===== src/rtl/fcvt_pkg.sv =====
package fcvt_pkg;
    localparam int EXP_W   = 8;
    localparam int FRAC_W  = 23;
    localparam int SIG_W   = FRAC_W + 1;
    localparam int INT_W   = 32;
    localparam int MAG_W   = INT_W - 1;
    localparam int GRS_W   = 3;
    localparam int ALIGN_W = MAG_W + GRS_W;
    localparam int SH_W    = $clog2(MAG_W);
    localparam int BIAS    = 127;

    localparam logic [EXP_W-1:0] EXP_HALF  = EXP_W'(BIAS - 1);
    localparam logic [EXP_W-1:0] EXP_ONE   = EXP_W'(BIAS);
    localparam logic [EXP_W-1:0] EXP_LIMIT = EXP_W'(BIAS + INT_W - 1);
    localparam logic [EXP_W-1:0] EXP_TOP   = EXP_W'(BIAS + INT_W - 2);
    localparam logic [INT_W-1:0] INT_MIN   = {1'b1, {(INT_W-1){1'b0}}};

    typedef enum logic [1:0] {
        RM_NEAREST = 2'b00,
        RM_ZERO    = 2'b01,
        RM_DOWN    = 2'b10,
        RM_UP      = 2'b11
    } rmode_t;

    typedef enum logic [1:0] {
        CLS_RANGE,
        CLS_INVALID,
        CLS_ZERO,
        CLS_UNIT
    } cls_t;
endpackage


===== src/rtl/fcvt_classify.sv =====
module fcvt_classify
    import fcvt_pkg::*;
(
    input  logic [INT_W-1:0] value,
    input  rmode_t           rmode,
    output cls_t             cls,
    output logic             sign,
    output logic [SH_W-1:0]  shamt,
    output logic [SIG_W-1:0] sig
);
    logic [EXP_W-1:0]  exp_f;
    logic [FRAC_W-1:0] frac_f;
    logic              mag_zero;

    assign sign     = value[INT_W-1];
    assign exp_f    = value[INT_W-2 -: EXP_W];
    assign frac_f   = value[FRAC_W-1:0];
    assign mag_zero = (exp_f == '0) && (frac_f == '0);
    assign sig      = {1'b1, frac_f};
    // own subtractor: distance from the top in-range exponent
    assign shamt    = SH_W'(EXP_TOP - exp_f);

    always_comb begin
        cls = CLS_RANGE;
        if (exp_f >= EXP_LIMIT) begin
            cls = CLS_INVALID;
        end else if (mag_zero) begin
            cls = CLS_ZERO;
        end else if (exp_f < EXP_ONE) begin
            unique case (rmode)
                RM_NEAREST: cls = (exp_f == EXP_HALF && frac_f != '0) ? CLS_UNIT : CLS_ZERO;
                RM_ZERO:    cls = CLS_ZERO;
                RM_DOWN:    cls = sign ? CLS_UNIT : CLS_ZERO;
                RM_UP:      cls = sign ? CLS_ZERO : CLS_UNIT;
            endcase
        end
    end
endmodule


===== src/rtl/fcvt_align.sv =====
module fcvt_align
    import fcvt_pkg::*;
(
    input  logic [SIG_W-1:0] sig,
    input  logic [SH_W-1:0]  shamt,
    output logic [MAG_W-1:0] mag,
    output logic [GRS_W-1:0] grs
);
    logic [ALIGN_W-1:0] wide;
    logic [ALIGN_W-1:0] shifted;
    logic [ALIGN_W-1:0] lost_mask;
    logic               lost;

    assign wide      = {sig, {(ALIGN_W-SIG_W){1'b0}}};
    assign shifted   = wide >> shamt;
    assign lost_mask = ~({ALIGN_W{1'b1}} << shamt);
    assign lost      = |(wide & lost_mask);
    assign mag       = shifted[ALIGN_W-1:GRS_W];
    assign grs       = {shifted[2], shifted[1], shifted[0] | lost};
endmodule


===== src/rtl/fcvt_round.sv =====
module fcvt_round
    import fcvt_pkg::*;
(
    input  logic [MAG_W-1:0] mag,
    input  logic [GRS_W-1:0] grs,
    input  logic             sign,
    input  rmode_t           rmode,
    output logic [MAG_W:0]   rounded
);
    logic inexact;
    logic inc;

    assign inexact = |grs;

    always_comb begin
        unique case (rmode)
            RM_NEAREST: inc = grs[2] & (grs[1] | grs[0] | mag[0]);
            RM_ZERO:    inc = 1'b0;
            RM_DOWN:    inc = sign & inexact;
            RM_UP:      inc = ~sign & inexact;
        endcase
    end

    assign rounded = {1'b0, mag} + (MAG_W+1)'(inc);

    // an exact magnitude is never bumped
    always_comb begin
        if (inc) begin
            assert_exact_kept_R7: assert (grs != '0);
        end
    end
endmodule


===== src/rtl/fcvt_f32_s32.sv =====
module fcvt_f32_s32
    import fcvt_pkg::*;
(
    input  logic             clk,
    input  logic             rst_n,
    input  logic             in_valid,
    input  logic [INT_W-1:0] in_value,
    input  logic [1:0]       in_rmode,
    output logic             out_valid,
    output logic [INT_W-1:0] out_result,
    output logic             out_invalid
);
    // stage 1 outputs (combinational) and registers
    cls_t             c1_cls;
    logic             c1_sign;
    logic [SH_W-1:0]  c1_shamt;
    logic [SIG_W-1:0] c1_sig;

    logic             s1_valid, s1_sign;
    cls_t             s1_cls;
    rmode_t           s1_rmode;
    logic [SH_W-1:0]  s1_shamt;
    logic [SIG_W-1:0] s1_sig;

    logic [MAG_W-1:0] c2_mag;
    logic [GRS_W-1:0] c2_grs;

    logic             s2_valid, s2_sign;
    cls_t             s2_cls;
    rmode_t           s2_rmode;
    logic [MAG_W-1:0] s2_mag;
    logic [GRS_W-1:0] s2_grs;

    logic [MAG_W:0]   c3_rounded;
    cls_t             c3_cls;

    logic             s3_valid, s3_sign;
    cls_t             s3_cls;
    logic [MAG_W-1:0] s3_mag;

    logic [INT_W-1:0] c4_result;
    logic             c4_invalid;

    fcvt_classify u_classify (
        .value (in_value),
        .rmode (rmode_t'(in_rmode)),
        .cls   (c1_cls),
        .sign  (c1_sign),
        .shamt (c1_shamt),
        .sig   (c1_sig)
    );

    fcvt_align u_align (
        .sig   (s1_sig),
        .shamt (s1_shamt),
        .mag   (c2_mag),
        .grs   (c2_grs)
    );

    fcvt_round u_round (
        .mag     (s2_mag),
        .grs     (s2_grs),
        .sign    (s2_sign),
        .rmode   (s2_rmode),
        .rounded (c3_rounded)
    );

    // class transition: CLS_RANGE -> CLS_INVALID on a carry into bit 31
    assign c3_cls = (s2_cls == CLS_RANGE && c3_rounded[MAG_W]) ? CLS_INVALID : s2_cls;

    always_comb begin
        unique case (s3_cls)
            CLS_RANGE: begin
                c4_result  = s3_sign ? -{1'b0, s3_mag} : {1'b0, s3_mag};
                c4_invalid = 1'b0;
            end
            CLS_INVALID: begin
                c4_result  = INT_MIN;
                c4_invalid = 1'b1;
            end
            CLS_ZERO: begin
                c4_result  = '0;
                c4_invalid = 1'b0;
            end
            CLS_UNIT: begin
                c4_result  = s3_sign ? {INT_W{1'b1}} : INT_W'(1);
                c4_invalid = 1'b0;
            end
        endcase
    end

    always_ff @(posedge clk or negedge rst_n) begin
        if (!rst_n) begin
            s1_valid <= 1'b0; s1_sign <= 1'b0; s1_cls <= CLS_ZERO;
            s1_rmode <= RM_NEAREST; s1_shamt <= '0; s1_sig <= '0;
            s2_valid <= 1'b0; s2_sign <= 1'b0; s2_cls <= CLS_ZERO;
            s2_rmode <= RM_NEAREST; s2_mag <= '0; s2_grs <= '0;
            s3_valid <= 1'b0; s3_sign <= 1'b0; s3_cls <= CLS_ZERO; s3_mag <= '0;
            out_valid <= 1'b0; out_result <= '0; out_invalid <= 1'b0;
        end else begin
            s1_valid <= in_valid; s1_sign <= c1_sign; s1_cls <= c1_cls;
            s1_rmode <= rmode_t'(in_rmode); s1_shamt <= c1_shamt; s1_sig <= c1_sig;
            s2_valid <= s1_valid; s2_sign <= s1_sign; s2_cls <= s1_cls;
            s2_rmode <= s1_rmode; s2_mag <= c2_mag; s2_grs <= c2_grs;
            s3_valid <= s2_valid; s3_sign <= s2_sign; s3_cls <= c3_cls;
            s3_mag <= c3_rounded[MAG_W-1:0];
            out_valid <= s3_valid; out_result <= c4_result; out_invalid <= c4_invalid;
        end
    end

    // cycles since reset, saturating, so $past never reaches into reset
    logic [2:0] age;
    always_ff @(posedge clk or negedge rst_n) begin
        if (!rst_n)              age <= '0;
        else if (age != 3'd4)    age <= age + 3'd1;
    end

    assert_fixed_latency_R10: assert property (@(posedge clk) disable iff (!rst_n)
        (age == 3'd4) |-> (out_valid == $past(in_valid, 4)));

    assert_invalid_saturates_R1: assert property (@(posedge clk) disable iff (!rst_n)
        (out_valid && out_invalid) |-> (out_result == INT_MIN));

    assert_no_unflagged_min_R8: assert property (@(posedge clk) disable iff (!rst_n)
        (out_valid && !out_invalid) |-> (out_result != INT_MIN));

    assert_small_gives_unit_R4: assert property (@(posedge clk) disable iff (!rst_n)
        (age == 3'd4 && out_valid && $past(in_value[INT_W-2 -: EXP_W], 4) < EXP_ONE)
        |-> (!out_invalid && (out_result == '0 || out_result == INT_W'(1)
                              || out_result == {INT_W{1'b1}})));

    assert_sign_follows_R9: assert property (@(posedge clk) disable iff (!rst_n)
        (age == 3'd4 && out_valid && !out_invalid && out_result != '0)
        |-> (out_result[INT_W-1] == $past(in_value[INT_W-1], 4)));
endmodule


===== config.mk =====
export PLATFORM = sky130hd
export DESIGN_NAME = fcvt_f32_s32
export DESIGN_NICKNAME = d
export VERILOG_FILES = /design/src/rtl/fcvt_pkg.sv /design/src/rtl/fcvt_classify.sv /design/src/rtl/fcvt_align.sv /design/src/rtl/fcvt_round.sv /design/src/rtl/fcvt_f32_s32.sv
export SDC_FILE = /design/constraint.sdc
export NUM_CORES = 1
export LEC_CHECK = 0
export BUFFER_PORTS_ARGS = -buffer_cell sky130_fd_sc_hd__clkbuf_2
export CAP_MARGIN = 20
export CORE_ASPECT_RATIO = 1.4
export CORE_MARGIN = 2
export CORE_UTILIZATION = 35
export DETAILED_ROUTE_END_ITERATION = 12
export SETUP_SLACK_MARGIN = 0.5
export SLEW_MARGIN = 20
export SYNTH_ARGS = -nofsm -noshare
export SYNTH_HDL_FRONTEND = slang
export SYNTH_SLANG_ARGS = --single-unit

===== constraint.sdc =====
create_clock -name clk -period 6.3 [get_ports clk]
set_input_delay 0.63 -clock clk [delete_from_list [all_inputs] [get_ports clk]]
set_output_delay 0.63 -clock clk [all_outputs]
set_load 0.02 [all_outputs]

Word level (Yosys, flattened, before mapping)
Cells that the tools add are included.
{"block": "word_totals", "regBits": 144, "input_bits": 37, "output_inout_bits": 34, "word_cells": 71}
{"block": "op_classes", "add_sub_neg": 3, "magnitude_cmp": 2, "eq_ne": 10, "n_shift": 2, "mux": 13, "bitwise": 9, "reduce_logical": 13}
{"operator": "32-bit case mux with 4 select lines", "n": 1}
{"operator": "32-bit 2-to-1 mux", "n": 2}
{"operator": "34-bit bitwise AND", "n": 1}
{"operator": "34-bit inverter", "n": 1}
{"operator": "34-bit OR reduction", "n": 1}
{"operator": "34-bit by 5-bit left shift with 34-bit output (first input constant)", "n": 1}
{"operator": "34-bit by 5-bit >> shifter with 34-bit output", "n": 1}
{"operator": "31-bit by 1-bit adder with 32-bit output", "n": 1}
{"operator": "31-bit negation with 32-bit output", "n": 1}
{"operator": "23-bit zero test", "n": 1}
{"operator": "23-bit nonzero test", "n": 1}
{"operator": "2-bit equality test (second input constant)", "n": 6}
{"operator": "8-bit by 7-bit equality test with 1-bit output (second input constant)", "n": 1}
{"operator": "8-bit >= comparator (second input constant)", "n": 1}
{"operator": "2-bit zero test", "n": 4}
{"operator": "8-bit zero test", "n": 1}
{"operator": "8-bit by 7-bit less-than comparator with 1-bit output (second input constant)", "n": 1}
{"operator": "2-bit 2-to-1 mux", "n": 4}
{"operator": "2-bit case mux with 4 select lines", "n": 1}
{"operator": "2-bit by 1-bit equality test with 1-bit output (second input constant)", "n": 3}
{"operator": "3-bit OR reduction", "n": 2}
{"operator": "5-bit subtractor (first input constant)", "n": 1}
{"operator": "1-bit case mux with 4 select lines", "n": 1}
{"operator": "1-bit bitwise AND", "n": 3}
{"operator": "5 further kinds", "n": 11}

Longest topological paths before layout
{"block": "depth", "word_depth": 7, "depth_mapped": 12, "ltp_nobuf": 12}

Cells and area by module
From an unflattened synthesis, not the netlist that was laid out.
{"block": "unflattened", "hier_cells": 752, "hier_area_um2": 7837.5}
{"module": "fcvt_f32_s32", "n_inst": 1, "cells_per_inst": 355, "area_per_inst_um2": 4913.5, "seq_area_each_um2": 3607.2}
{"module": "fcvt_align", "n_inst": 1, "cells_per_inst": 236, "area_per_inst_um2": 1749.2, "seq_area_each_um2": 0.0}
{"module": "fcvt_round", "n_inst": 1, "cells_per_inst": 105, "area_per_inst_um2": 783.3, "seq_area_each_um2": 0.0}
{"module": "fcvt_classify", "n_inst": 1, "cells_per_inst": 56, "area_per_inst_um2": 391.6, "seq_area_each_um2": 0.0}

Worst setup path after synthesis
Ideal clock, no wire load.
{"block": "synth_path", "kind": "register -> register", "from": "register s2_grs[1]", "to": "register s3_mag[19]", "setup_time_ns": 0.123, "arrival_time_ns": 2.141, "required_time_ns": 6.177, "path_slack_ns": 4.036, "path_stages_with_launch": 12, "n_path_buf": 0, "period_less_slack_ns": 2.264, "path_cell_list": "dfrtp_1 > or2_2 > nor2_1 > nor2_1 > nor2_1 > a2111oi_0 > ha_1 > nand2_1 > or2_2 > nor3_1 > nand4_1 > xnor2_1"}
{"block": "synth_via", "elab_chain_len": 5, "word_cells_on_any_way": 8, "cone_classes": "1 x add/sub; 1 x mux; 5 x bitwise; 1 x reduce/logical"}
{"element": "from (decl)", "line": "fcvt_f32_s32.sv:32", "source": "logic [GRS_W-1:0] s2_grs;"}
{"element": "from (signal assigned)", "line": "fcvt_f32_s32.sv:104", "source": "s2_rmode <= s1_rmode; s2_mag <= c2_mag; s2_grs <= c2_grs;"}
{"element": "1-bit bitwise OR (2 in a row)", "line": "fcvt_round.sv:17", "source": "RM_NEAREST: inc = grs[2] & (grs[1] | grs[0] | mag[0]);"}
{"element": "1-bit bitwise AND", "line": "fcvt_round.sv:17"}
{"element": "1-bit case mux with 4 select lines *", "line": "fcvt_round.sv:16", "source": "unique case (rmode)"}
{"element": "31-bit by 1-bit adder with 32-bit output *", "line": "fcvt_round.sv:24", "source": "assign rounded = {1'b0, mag} + (MAG_W+1)'(inc);"}
{"element": "via c3_rounded[19]", "line": "fcvt_f32_s32.sv:34", "source": "logic [MAG_W:0] c3_rounded;"}
{"element": "to (signal assigned)", "line": "fcvt_f32_s32.sv:106", "source": "s3_mag <= c3_rounded[MAG_W-1:0];"}
{"element": "to (decl)", "line": "fcvt_f32_s32.sv:39", "source": "logic [MAG_W-1:0] s3_mag;"}
The timed path passes the listed nets; every way through them passes the cells marked *.

Worst setup path in the final report
{"block": "layout_path", "from": "register s1_shamt[2]", "to": "register s2_grs[0]"}
{"block": "layout_via", "elab_chain_len": 5, "word_cells_on_any_way": 6, "cone_classes": "2 x shift; 3 x bitwise; 1 x reduce/logical"}
{"element": "from (decl)", "line": "fcvt_f32_s32.sv:22", "source": "logic [SH_W-1:0] s1_shamt;"}
{"element": "from (signal assigned)", "line": "fcvt_f32_s32.sv:102", "source": "s1_rmode <= rmode_t'(in_rmode); s1_shamt <= c1_shamt; s1_sig <= c1_sig;"}
{"element": "34-bit by 5-bit left shift with 34-bit output", "line": "fcvt_align.sv:16", "source": "assign lost_mask = ~({ALIGN_W{1'b1}} << shamt);"}
{"element": "34-bit inverter", "line": "fcvt_align.sv:16"}
{"element": "34-bit bitwise AND", "line": "fcvt_align.sv:17", "source": "assign lost = |(wide & lost_mask);"}
{"element": "34-bit OR reduction", "line": "fcvt_align.sv:17"}
{"element": "1-bit bitwise OR *", "line": "fcvt_align.sv:19", "source": "assign grs = {shifted[2], shifted[1], shifted[0] | lost};"}
{"element": "via c2_grs[0]", "line": "fcvt_f32_s32.sv:26", "source": "logic [GRS_W-1:0] c2_grs;"}
Marks and branches as above.

==> results.cfg <==
[run_status]
status = complete, no violations

[critical_path]
start_kind = flip-flop
r2r_cells = 5
critPathBufInv = 1
r2r-end = s2_grs[0]$_DFF_PN0_
cp.required_ps = 6600
crit_chain = clkinv_1 > mux2_2 > o22ai_1 > a41oi_1 > a221o_1
r2r_slack_ps = 3530
max_stage_delay_ps = 800
cp_max_fo = 26
reg2reg_from = s1_shamt[2]$_DFF_PN0_
cp-end-kind = flip-flop
worstSetupPathType = reg2reg
critPathTopFamily = buffers and inverters
cp.arrival_ps = 3070
cp_slowest_cell = clkinv_1

[finish]
diodes = 0
multiInputGateArea_um2 = 3300
fin_util = 0.417
regArea_um2 = 3610
final_layout_size_suffix_gt1_frac = 0.222
nFillCells = 1933
fin_nets = 754
fin_area_um2 = 8300
layout.cells.non_filler = 978
syn_to_final_growth_pct = 16.8

[detailed_routing]
routed-via-count = 5243
drc_errors = 0
ant_nets = 0
vias_per_cell = 5.36
avgRoutedWirePerCell_um = 16.1
totalWireLength_um = 15700
drt-initial-drc-count = 496
dr.pass1.iters = 5

[timing]
slew_violations = 0
fmax_ghz = 0.361
period_needed_ps = 2770
rsz0062_at_grt = no
holdWs_ps = 197
timing.setup.tns_ps = 0
worst_pin_slew_ps = 1000
fin_crit_sh = 0.440
finalHoldViolCount = 0
finalSetupViolCount = 0
relSlewSlack = 0.331
skew_ps = 6.75
finalWorstSetupSlack_ps = 3530

[placement]
dpl_cell_area_um2 = 7670
hpwl_um = 11500
gp_congestion = 0.938
io_buffer_count = 70
post-place-ws_ps = 3510
dp_cells = 946

[synth]
synth-edff-count = 0
synth_cell_types = 69
syn_avg_cell_area_um2 = 10.8
syn-num-nets = 697
ys.flop_type = dfrtp_1
netlist_area_um2 = 7110
synth-seq-area-share = 0.507
synth_warnings = 0
syn_inst = 656
synth_seq_cells = 144
async_reset_ff_frac = 1.00

[power]
p_int_mw = 1.88
p_seq_frac = 0.431
peakVddDrop_mv = 0.174
switching_share = 0.279
clkPwrFrac = 0.405
power_density_nw_per_um2 = 315
p_leak_nw = 3.61
p_total_mw = 2.61
switchingPower_mw = 0.730
power_frac_comb = 0.165

[cts]
root_buffer = clkbuf_16
post-cts-setup-buffer-count = 0
ctsHoldBuffers = 0
cts_tree = done
insertion_delay_ps = 420
cts_max_path_buffers = 2
cts.sink_count = 144
cts_resized = 0
numCtsBuffers = 17
htree_levels = 4
path_clk_slew_ps = 60

[floorplan]
die_w_um = 124
start_util = 0.357
io_pins = 71
core_area_um2 = 19900
dieArea_um2 = 21500
dieHeight_um = 173
placementRows = 61

[job]
drv_cap = 0

[global_route]
grt_pass1_wl_um = 26200
antenna_found_initial = 0
grt_pass1_vias = 5132
overflow = 0
grt_max_degree = 76
grt_util_all_layers = 0.152

[hold_path]
holdCritPathClass = in2async
cells in the final DEF (no fill, tap or decap), drive strengths merged, types with 18 or more instances in the layout:
cell / n
dfrtp: 141
clkbuf: 89
nand2: 62
nor2: 57
o21ai: 38
nand3: 24
xnor2: 22
mux2i: 21
xor2: 19
mux4: 19
o31ai: 18
registers in the layout, indices dropped and copies added, names as in the netlist, 2 cells and up:
signal      cells
out_result     32
s1_shamt        5
s1_cls          2
s1_rmode        2
s2_cls          2
s2_rmode        2
s2_mag         31
s2_grs          3
s1_sig         24
s3_mag         31
s3_cls          2
how the worst max path moves through the flow:
| stage | startpoint | end | slack (ps) | cells past startpoint |
|---|---|---|---|---|
| 2_1_floorplan | s2_grs[1]$_DFF_PN0_ | s3_mag[19]$_DFF_PN0_ | 4040 | 11 |
| 3_5_place_dp | s2_grs[0]$_DFF_PN0_ | s3_mag[21]$_DFF_PN0_ | 3510 | 11 |
| 3_3_place_gp | s2_grs[0]$_DFF_PN0_ | s3_mag[19]$_DFF_PN0_ | 3580 | 11 |
| 6_report | s1_shamt[2]$_DFF_PN0_ | s2_grs[0]$_DFF_PN0_ | 3530 | 5 |
| 4_1_cts | s2_grs[0]$_DFF_PN0_ | s3_mag[21]$_DFF_PN0_ | 3500 | 11 |
| 5_1_grt | s1_shamt[2]$_DFF_PN0_ | s2_grs[0]$_DFF_PN0_ | 3320 | 5 |
worst reg2reg max path, cell delays in order (launching register included):
cell and delay (ps):
dfrtp_1 690, clkinv_1 810, mux2_2 570, o22ai_1 160, a41oi_1 150, a221o_1 280
layer usage:
layer	GRT usage	vias to the layer above	wire (um)
met1	0.175	2539	6300
met5	0	-	0
met4	0.0674	0	444
li1	-	2535	-
met3	0.0343	30	601
met2	0.268	139	8400
cell families (layout without fill, tap and decap cells):
family / count (synthesis) / after routing / synth area share
flip-flops: 144 / 144 / 0.507
AO/OA/AOI/OAI: 135 / 135 / 0.134
other: 1 / 1 / 0.000528
adder cells (fa/ha/maj): 4 / 4 / 0.00704
buffers and inverters: 50 / 120 / 0.0283
AND/OR/NAND/NOR: 227 / 227 / 0.161
multiplexers: 54 / 54 / 0.112
XOR/XNOR: 41 / 41 / 0.0505
power by group through the flow:
stage / clock network (mW) / registers [mW] / logic, mW
final: 1.06 / 1.13 / 0.431
after global routing: 1.14 / 1.14 / 0.476
after CTS: 1.09 / 1.13 / 0.437
after detailed placement: 0 / 1.14 / 0.434
after global placement: 0 / 1.14 / 0.434
after floorplan: 0 / 1.14 / 0.279
area by class of cell:
type,instances,share of cell area
sequential,144,0.435
multi-input combinational,462,0.398
clock buffer,20,0.0538
timing repair buffer,76,0.0484
tap,252,0.0380
clock inverter,12,0.0220
inverter,12,0.00543
Yosys cell counts (all sizes together), types with 12 or more instances:
library cell | n | area, um2
nand3 | 24 | 120
nor2 | 57 | 214
a21oi | 15 | 75.1
mux2 | 14 | 158
buf | 12 | 58.8
nand2 | 62 | 233
o21ai | 38 | 190
xor2 | 19 | 166
clkbuf | 26 | 97.6
o31ai | 18 | 135
mux2i | 21 | 210
mux4 | 19 | 428
nor3 | 14 | 70.1
nor4 | 17 | 113
xnor2 | 22 | 193
a32o | 17 | 170
dfrtp | 141 | 3530
(Power assumes the default switching activity.)
